### src/rtl/wpc_pkg.sv
package wpc_pkg;
  localparam logic [7:0] CMD_GET_FEAT = 8'h0F;
  localparam logic [7:0] CMD_SET_FEAT = 8'h1F;
  localparam logic [7:0] ADDR_PROT    = 8'hA0;
  localparam logic [7:0] MASK_BP      = 8'h38;
  localparam logic [7:0] MASK_RWD     = 8'h80;

  typedef enum logic [1:0] {FR_IDLE, FR_SHIFT, FR_TAIL} frame_state_t;

  typedef enum logic [2:0] {
    SQ_IDLE, SQ_READ, SQ_LEAD, SQ_WRITE, SQ_TAIL, SQ_VERIFY
  } seq_state_t;

  // Bits touched by a request, depending on the bit-7 option
  function automatic logic [7:0] managed_mask(input logic manage_rwd);
    return MASK_BP | (manage_rwd ? MASK_RWD : 8'h00);
  endfunction

  // New register value: clear managed bits to allow writes, set them to protect
  function automatic logic [7:0] prot_next(input logic [7:0] cur,
                                           input logic want_writes,
                                           input logic manage_rwd);
    logic [7:0] m;
    m = managed_mask(manage_rwd);
    return want_writes ? (cur & ~m) : (cur | m);
  endfunction

  function automatic logic [23:0] frame_word(input logic [7:0] cmd,
                                             input logic [7:0] data);
    return {cmd, ADDR_PROT, data};
  endfunction
endpackage

### src/rtl/wpc_spi_frame.sv
module wpc_spi_frame
  import wpc_pkg::*;
#(
  parameter int SCK_HALF   = 2,
  parameter int FRAME_BITS = 24
) (
  input  logic                  clk,
  input  logic                  rst_n,
  input  logic                  start,
  input  logic [FRAME_BITS-1:0] tx_word,
  output logic                  frame_done,
  output logic [7:0]            rx_byte,
  output logic                  sck,
  output logic                  cs_n,
  output logic                  mosi,
  input  logic                  miso
);
  localparam int HW = (SCK_HALF > 1) ? $clog2(SCK_HALF) : 1;
  localparam int BW = $clog2(FRAME_BITS);
  localparam logic [HW-1:0] HALF_LAST = HW'(SCK_HALF - 1);
  localparam logic [BW-1:0] BIT_LAST  = BW'(FRAME_BITS - 1);

  frame_state_t          st;
  logic [FRAME_BITS-1:0] shreg;
  logic [BW-1:0]         bitc;
  logic [HW-1:0]         hcnt;
  logic                  half_end;

  assign half_end = (hcnt == HALF_LAST);
  assign mosi     = shreg[FRAME_BITS-1];

  always_ff @(posedge clk or negedge rst_n) begin
    if (!rst_n) begin
      st         <= FR_IDLE;
      shreg      <= '0;
      bitc       <= '0;
      hcnt       <= '0;
      sck        <= 1'b0;
      cs_n       <= 1'b1;
      rx_byte    <= '0;
      frame_done <= 1'b0;
    end else begin
      frame_done <= 1'b0;
      unique case (st)
        FR_IDLE: begin
          if (start) begin
            cs_n  <= 1'b0;
            shreg <= tx_word;
            bitc  <= '0;
            hcnt  <= '0;
            st    <= FR_SHIFT;
          end
        end
        FR_SHIFT: begin
          if (half_end) begin
            hcnt <= '0;
            if (!sck) begin
              sck     <= 1'b1;
              rx_byte <= {rx_byte[6:0], miso};
            end else begin
              sck   <= 1'b0;
              shreg <= {shreg[FRAME_BITS-2:0], 1'b0};
              if (bitc == BIT_LAST) st <= FR_TAIL;
              else                  bitc <= bitc + 1'b1;
            end
          end else begin
            hcnt <= hcnt + 1'b1;
          end
        end
        FR_TAIL: begin
          if (half_end) begin
            hcnt       <= '0;
            cs_n       <= 1'b1;
            frame_done <= 1'b1;
            st         <= FR_IDLE;
          end else begin
            hcnt <= hcnt + 1'b1;
          end
        end
        default: st <= FR_IDLE;
      endcase
    end
  end
endmodule

### src/rtl/wpc_wp_seq.sv
module wpc_wp_seq
  import wpc_pkg::*;
#(
  parameter int GUARD = 4
) (
  input  logic        clk,
  input  logic        rst_n,
  input  logic        req_valid,
  input  logic        req_enable,
  input  logic        cfg_manage_rwd,
  input  logic        frame_done,
  input  logic [7:0]  rx_byte,
  output logic        frame_start,
  output logic [23:0] frame_tx,
  output logic        wp_n,
  output logic        done,
  output logic        err,
  output logic        wr_enabled,
  output logic        idle
);
  localparam int GW = (GUARD > 1) ? $clog2(GUARD) : 1;
  localparam logic [GW-1:0] GUARD_LAST = GW'(GUARD - 1);

  seq_state_t    st;
  logic          target_q;
  logic          manage_q;
  logic [7:0]    new_val;
  logic [GW-1:0] gcnt;
  logic          guard_end;

  assign guard_end = (gcnt == GUARD_LAST);
  assign idle      = (st == SQ_IDLE);

  always_ff @(posedge clk or negedge rst_n) begin
    if (!rst_n) begin
      st          <= SQ_IDLE;
      target_q    <= 1'b0;
      manage_q    <= 1'b0;
      new_val     <= '0;
      gcnt        <= '0;
      wp_n        <= 1'b0;
      done        <= 1'b0;
      err         <= 1'b0;
      wr_enabled  <= 1'b0;
      frame_start <= 1'b0;
      frame_tx    <= '0;
    end else begin
      done        <= 1'b0;
      err         <= 1'b0;
      frame_start <= 1'b0;
      unique case (st)
        SQ_IDLE: begin
          if (req_valid) begin
            if (req_enable == wr_enabled) begin
              done <= 1'b1;
            end else begin
              target_q    <= req_enable;
              manage_q    <= cfg_manage_rwd;
              frame_tx    <= frame_word(CMD_GET_FEAT, 8'h00);
              frame_start <= 1'b1;
              st          <= SQ_READ;
            end
          end
        end
        SQ_READ: begin
          if (frame_done) begin
            new_val <= prot_next(rx_byte, target_q, manage_q);
            wp_n    <= 1'b1;
            gcnt    <= '0;
            st      <= SQ_LEAD;
          end
        end
        SQ_LEAD: begin
          if (guard_end) begin
            frame_tx    <= frame_word(CMD_SET_FEAT, new_val);
            frame_start <= 1'b1;
            st          <= SQ_WRITE;
          end else begin
            gcnt <= gcnt + 1'b1;
          end
        end
        SQ_WRITE: begin
          if (frame_done) begin
            gcnt <= '0;
            st   <= SQ_TAIL;
          end
        end
        SQ_TAIL: begin
          if (guard_end) begin
            wp_n        <= 1'b0;
            frame_tx    <= frame_word(CMD_GET_FEAT, 8'h00);
            frame_start <= 1'b1;
            st          <= SQ_VERIFY;
          end else begin
            gcnt <= gcnt + 1'b1;
          end
        end
        SQ_VERIFY: begin
          if (frame_done) begin
            done <= 1'b1;
            if (rx_byte == new_val) wr_enabled <= target_q;
            else                    err        <= 1'b1;
            st <= SQ_IDLE;
          end
        end
        default: st <= SQ_IDLE;
      endcase
    end
  end
endmodule

### src/rtl/wpc_wp_ctrl.sv
module wpc_wp_ctrl
  import wpc_pkg::*;
#(
  parameter int SCK_HALF = 2
) (
  input  logic clk,
  input  logic rst_n,
  input  logic req_valid,
  input  logic req_enable,
  input  logic cfg_manage_rwd,
  output logic done,
  output logic err,
  output logic wr_enabled,
  output logic spi_sck,
  output logic spi_cs_n,
  output logic spi_mosi,
  input  logic spi_miso,
  output logic wp_n
);
  localparam int GUARD = 2 * SCK_HALF;

  logic        frame_start;
  logic [23:0] frame_tx;
  logic        frame_done;
  logic [7:0]  rx_byte;
  logic        seq_idle;

  wpc_wp_seq #(.GUARD(GUARD)) i_seq (
    .clk(clk), .rst_n(rst_n),
    .req_valid(req_valid), .req_enable(req_enable),
    .cfg_manage_rwd(cfg_manage_rwd),
    .frame_done(frame_done), .rx_byte(rx_byte),
    .frame_start(frame_start), .frame_tx(frame_tx),
    .wp_n(wp_n), .done(done), .err(err),
    .wr_enabled(wr_enabled), .idle(seq_idle)
  );

  wpc_spi_frame #(.SCK_HALF(SCK_HALF), .FRAME_BITS(24)) i_frame (
    .clk(clk), .rst_n(rst_n),
    .start(frame_start), .tx_word(frame_tx),
    .frame_done(frame_done), .rx_byte(rx_byte),
    .sck(spi_sck), .cs_n(spi_cs_n), .mosi(spi_mosi), .miso(spi_miso)
  );
endmodule

### config.mk
export PLATFORM = sky130hd
export DESIGN_NAME = wpc_wp_ctrl
export DESIGN_NICKNAME = d
export VERILOG_FILES = /design/src/rtl/wpc_pkg.sv /design/src/rtl/wpc_spi_frame.sv /design/src/rtl/wpc_wp_seq.sv /design/src/rtl/wpc_wp_ctrl.sv
export SDC_FILE = /design/constraint.sdc
export NUM_CORES = 1
export LEC_CHECK = 0
export ABC_AREA = 1
export BUFFER_PORTS_ARGS = -buffer_cell sky130_fd_sc_hd__buf_2
export CORE_AREA = 3 3 75 77
export DETAILED_ROUTE_END_ITERATION = 7
export DIE_AREA = 0 0 78 80
export GPL_TIMING_DRIVEN = 0
export PLACE_DENSITY_LB_ADDON = 0.2
export SKIP_CTS_REPAIR_TIMING = 1
export SYNTH_ARGS = -nofsm -noshare
export SYNTH_HDL_FRONTEND = slang
export SYNTH_SLANG_ARGS = --single-unit
export TNS_END_PERCENT = 50
### constraint.sdc
create_clock -name clk -period 2.6 [get_ports clk]
set_input_delay 0.39 -clock clk [delete_from_list [all_inputs] [get_ports clk]]
set_output_delay 0.39 -clock clk [all_outputs]
set_load 0.02 [all_outputs]
# ---- Word level (Yosys, flattened, before mapping)
# Index checks and enable logic that the tools add are counted.
dict set report classes {
  n_addsub 3
  n_eq_ne 26
  muxes 55
  bitwise_logic 5
  reduce_logical 25
}
# cell count
set op_table {}
lappend op_table {{two-way mux 24 bit} 7}
lappend op_table {{case mux 24 bit (3 select lines)} 1}
lappend op_table {{case mux 24 bit (2 select lines)} 1}
lappend op_table {{two-way mux 3 bit} 7}
lappend op_table {{two-way mux 5 bit} 4}
lappend op_table {{!= test 2 x 1 -> 1 bit (second input constant)} 10}
lappend op_table {{case mux 3 bit (6 select lines)} 1}
lappend op_table {{AND reduction 3 bit} 6}
lappend op_table {{two-way mux 1 bit} 17}
lappend op_table {{two-way mux 8 bit} 2}
lappend op_table {{AND reduction 5 bit} 3}
lappend op_table {{two-way mux 2 bit} 7}
lappend op_table {{!= test 2 bit (second input constant)} 5}
lappend op_table {{case mux 1 bit (2 select lines)} 5}
lappend op_table {{case mux 5 bit (2 select lines)} 1}
lappend op_table {{nonzero test 2 bit} 5}
lappend op_table {{AND 8 bit} 1}
lappend op_table {{== test 8 bit} 1}
lappend op_table {{inverter 8 bit} 1}
lappend op_table {{OR 8 bit} 1}
lappend op_table {{AND reduction 7 bit} 1}
lappend op_table {{== test 3 x 2 -> 1 bit (second input constant)} 2}
lappend op_table {{== test 3 bit (second input constant)} 2}
lappend op_table {{case mux 2 bit (3 select lines)} 1}
lappend op_table {{16 further kinds} 22}
dict set report totals {
  ff_bits 87
  inputBits 6
  output_inout_bits 7
  wordCells 133
}

# ---- Longest topological paths before layout
dict set report logic_depth {
  depth_word 5
  ltp_mapped 10
  ltp_nobuf 9
}

# ---- Cells and area by module
# From an unflattened synthesis, not the netlist that was laid out.
dict set report unflattened {
  cells_unflattened 482
  area_unflattened_um2 3631.0
}
# mod instances cells_each area_per_inst_um2 seq_area_each_um2
set modules_own_cells {}
lappend modules_own_cells {wpc_spi_frame 1 279 2120.8 1077.3}
lappend modules_own_cells {wpc_wp_seq 1 203 1510.2 650.6}

# ---- Least setup slack after synthesis
# OpenSTA, ideal clock, no wires.
dict set report synth_timing {
  path_kind {flip-flop to flip-flop}
  start {reg i_frame.st[1]}
  end {reg i_frame.bitc[0]}
  setup_time_ps 128
  t_arrival_ps 1311
  required_ps 2472
  slack_ps 1161
  path_stages_with_launch 11
  path_buffers 1
  period_less_slack_ps 1439
  path_cell_list {dfrtp_1 > inv_1 > ha_1 > inv_2 > o21ai_1 > nand2_1 > inv_2 > buf_6 > nand2_4 > nand2_1 > o31ai_1}
}
dict set report synth_between {
  elab_chain_cells 3
  word_cells_on_any_way 9
  cone_classes {5 x eq/ne; 1 x mux; 3 x reduce/logical}
}
# item line
set synth_rtl {}
lappend synth_rtl {{from (decl)} wpc_spi_frame.sv:23} ;# frame_state_t st;
lappend synth_rtl {{from (signal assigned)} wpc_spi_frame.sv:34} ;# st <= FR_IDLE;
lappend synth_rtl {{from (signal assigned)} wpc_spi_frame.sv:51} ;# st <= FR_SHIFT;
lappend synth_rtl {{from (signal assigned)} wpc_spi_frame.sv:63} ;# if (bitc == BIT_LAST) st <= FR_TAIL;
lappend synth_rtl {{== test 2 x 1 -> 1 bit / zero test 2 bit (equally long branches)} wpc_spi_frame.sv:44} ;# unique case (st)
lappend synth_rtl {{!= test 2 x 1 -> 1 bit (no source line) (tied with other cells)} n/a}
lappend synth_rtl {{AND reduction 5 bit (no source line)} n/a}
lappend synth_rtl {{to (signal assigned)} wpc_spi_frame.sv:64} ;# else bitc <= bitc + 1'b1;
lappend synth_rtl {{to (decl)} wpc_spi_frame.sv:25} ;# logic [BW-1:0] bitc;
# Parallel ways exist; a longest one is shown, timed or not.
# A chain may end at the register's enable or synchronous reset.

# ---- Worst setup path after layout
dict set report layout_timing {
  start {reg i_frame.st[1]}
  end {reg i_frame.shreg[18]}
}
dict set report layout_between {
  elab_chain_cells 3
  word_cells_on_any_way 8
  cone_classes {4 x eq/ne; 1 x mux; 3 x reduce/logical}
}
# item line
set layout_rtl {}
lappend layout_rtl {{== test 2 x 1 -> 1 bit / zero test 2 bit (equally long branches)} wpc_spi_frame.sv:44}
lappend layout_rtl {{!= test 2 x 1 -> 1 bit (no source line) (tied with other cells)} n/a}
lappend layout_rtl {{AND reduction 4 bit (no source line)} n/a}
lappend layout_rtl {{to (signal assigned)} wpc_spi_frame.sv:48} ;# shreg <= tx_word;
lappend layout_rtl {{to (signal assigned)} wpc_spi_frame.sv:62} ;# shreg <= {shreg[FRAME_BITS-2:0], 1'b0};
lappend layout_rtl {{to (decl)} wpc_spi_frame.sv:24} ;# logic [FRAME_BITS-1:0] shreg;
# Parallel ways exist; a longest one is shown, timed or not.

==> metrics.txt <==
status=finished, final reports clean; period utilisation layout=66.8%; Slowest Stage Delay on Critical Path=roughly 0.39 ns; drt first pass iters=4; post-synthesis cell area=0.00325 mm2; fin crit period=1.74 ns; Clk pin slew, worst setup/hold paths=approximately 0.07 ns; Post-Route Skew=0.0102 ns; share of layout cells above drive strength 1=11.9%; CP max stage cell=dfrtp_1; die area=approximately 0.0062 mm2; Max transition margin=a little over two fifths; crit-path max FO=10; sequential-to-total area share from yosys stat=between 50% and 60%; WP data arrival=2.00 ns; CTS tree=yes; I/O Pins=13; Setup crit start kind=flop; Combinational Power Share=~2.3%; final setup violation count=0; Final #Nets=429; top_reg_cell synth=dfrtp_1; Net Switching=about 0.43 mW; multi-input logic area=around 0.0012 mm2; DRC viols=0; area grow syn2layout=10.6%; Final Slew Violations=0; Antenna Nets Post-Route=0; pin count of the biggest net entering global routing=70; yosys warns=0; CTS sink cnt=slightly below 70; fillers=around 410; VDD IR max=423 uV; Starting Density=a little under two thirds; WL/cell=about 12 um; global-route usage over all layers=~22%; post-route insts no fill=491; Via density=~5.1; post-DP HPWL=approximately 4200 um; first-pass GRT wire length=10900 um; Internal=~1.6 mW; PD cells=between 500 and 600 mW/mm2; CORE AREA=~0.0051 mm2; sequential group share of total power=between 50 and 60%; unrepaired setup endpoints after global routing=no; Placer Congestion=0.859; vias post-DR=2510; H-tree depth=3; Max clock buf depth=2; Distinct cells, synth=29; initial antenna violation count=0; measured slew at the worst slew-check pin=~0.84 ns; hold crit path type=in2async; sequential cell area=0.00173 mm2; diode count=0; Peak Freq=between 500 and 600 MHz; sw frac=between 20% and 30%; Syn Area/Cell=roughly 8.3 um2; total negative slack=0 ns; clock power share=approximately 43%; Die X=78 um; number of buffers created by CTS=9; number of port buffers=12; vias in the first global route=about 2400; Root Driver=clkbuf_8; Mapped Nets=around 410; Vert. Die Dim=around 80 um; Crit. End Element=flop; EDFF count, synth=0; Syn Inst Count=between 300 and 400; Synth async-reset ratio=100%; worst setup path class=reg2reg; P_leak=about 1.9 nW; WP data required=2.86 ns; Final Hold Fails=0; # rows=26; final wirelength=5980 um; Skew-Pair Late Insertion Delay=about 0.34 ns; MaxCap Viol Count=0; #FFs+latches synth=slightly below 70; number of DRC markers in iteration 0=111; Congestion Overflow GR=0; DP Cell Count=about 480; crit path cell chain=inv_1 -> ha_1 -> inv_2 -> clkbuf_1 -> nand2_1 -> o21ai_0 -> nand2_1 -> o21ai_0; R2R depth=8
-- worst paths after layout --
path / from / endpoint / slack (ns)
worst min-delay path: rst_n / i_frame.shreg[15] / 0.16
worst max-delay path: i_frame.st[1] / i_frame.shreg[18] / 0.86
min in group clk: spi_miso / i_frame.rx_byte[0] / 0.29
worst min register to register: i_seq.target_q / i_seq.new_val[5] / 0.47
worst max register to register: i_frame.st[1] / i_frame.shreg[18] / 0.86
max in group asynchronous: rst_n / i_seq.frame_tx[5] / 1.90
-- synth_stat cells, types with 2 or more instances --
cell type  number  area share [%]
inv_1          51             5.9
nand4_1         2            0.39
nand3_1        17             2.6
inv_2           5            0.58
nand2_1       111              13
o31ai_1         6             1.4
ha_1            7             2.7
buf_2           7             1.1
xnor2_1         2            0.54
nor2_1         24             2.8
o21ai_0        48             7.4
dfrtp_1        68              52
xor2_1          2            0.54
clkbuf_1        3            0.35
nand2_2         3            0.58
a21oi_1         6            0.93
o211ai_1        6             1.4
or2_1           2            0.39
o21ai_1        13             2.0
-- critical path, delay by kind of cell, from the launching register on --
kind	cells	cell delay, ns
buffers and inverters	3	0.52
AO/OA/AOI/OAI	2	0.21
AND/OR/NAND/NOR	2	0.29
flip-flops	1	0.39
adder cells (fa/ha/maj)	1	0.25
-- metrics by stage --
| stage | hold WS, ns | utilization (%) | cell area, um2 | power (mW) | worst slack (ns) |
|---|---|---|---|---|---|
| floorplan | 0.0944 | - | 3250 | 1.12 | 1.16 |
| global placement | 0.444 | 66.9 | 3390 | 1.15 | 0.832 |
| detailed placement | 0.460 | 66.9 | 3400 | 1.15 | 0.865 |
| CTS | 0.188 | 70.7 | 3590 | 2.00 | 0.839 |
| global route | 0.221 | 70.7 | 3590 | 2.05 | 0.635 |
| finish | 0.161 | 70.7 | 3590 | 1.98 | 0.863 |
-- power groups by stage --
stage | Clock, mW | Combinational (mW) | Sequential, mW
after global placement | 0 | 0.0453 | 1.11
after detailed placement | 0 | 0.0472 | 1.11
after floorplan | 0 | 0.0181 | 1.11
after global routing | 0.913 | 0.0544 | 1.09
after CTS | 0.869 | 0.0475 | 1.09
final | 0.853 | 0.0455 | 1.09
-- flip-flops by register name, summed over array words and instances, names as in the netlist --
signal              count
i_frame.shreg          24
i_frame.rx_byte         8
i_seq.frame_tx          8
i_seq.new_val           6
i_frame.bitc            5
i_seq.st                3
i_frame.st              2
i_seq.gcnt              2
i_frame.cs_n            1
i_frame.frame_done      1
i_frame.half_end        1
i_frame.sck             1
i_seq.done              1
i_seq.err               1
i_seq.frame_start       1
i_seq.manage_q          1
i_seq.target_q          1
i_seq.wp_n              1
i_seq.wr_enabled        1
-- metal layers --
metal | share of wire, % | track usage, % | vias up
met5 | 0 | 0 | -
met4 | 2.2 | 10.3 | 0
met3 | 2.7 | 4.18 | 11
met2 | 47 | 36.3 | 37
met1 | 48 | 29.2 | 1169
li1 | - | - | 1293
-- placed cells by master, fill, tap and decap left out --
cell type	synthesis	routed
nand2_1	111	111
dfrtp_1	68	68
inv_1	51	51
o21ai_0	48	48
nor2_1	24	24
buf_2	7	18
nand3_1	17	17
o21ai_1	13	13
clkbuf_8	0	10
ha_1	7	7
o31ai_1	6	6
a21oi_1	6	6
o211ai_1	6	6
inv_2	5	5
clkbuf_1	3	5
nand2_2	3	3
xor2_1	2	2
nand4_1	2	2
or2_1	2	2
buf_4	1	2
xnor2_1	2	2
clkinv_2	0	2
nor3_2	1	1
nor2_2	1	1
nand3_2	1	1
o21ai_2	1	1
buf_6	1	1
a31oi_1	1	1
or2_2	1	1
nand2_4	1	1
clkinvlp_4	0	1
bufinv_16	0	1
dfstp_2	1	1
-- cell families after synthesis --
family | Yosys count | synth area share [%]
xor+xnor | 4 | 1.08
compound gates | 81 | 13.6
simple gates | 164 | 20.9
flops | 69 | 53.2
buf+inv | 68 | 8.48
fa+ha+maj | 7 | 2.70
-- final cells by class --
type	instances	share of cell area [%]
Sequential cell	69	48.2
Multi-Input combinational cell	256	34.6
Inverter	56	5.86
Clock buffer	12	4.04
Tap cell	70	2.44
Buffer	12	1.81
Timing Repair Buffer	12	1.74
Clock inverter	4	1.32
(Power assumes the default switching activity.)
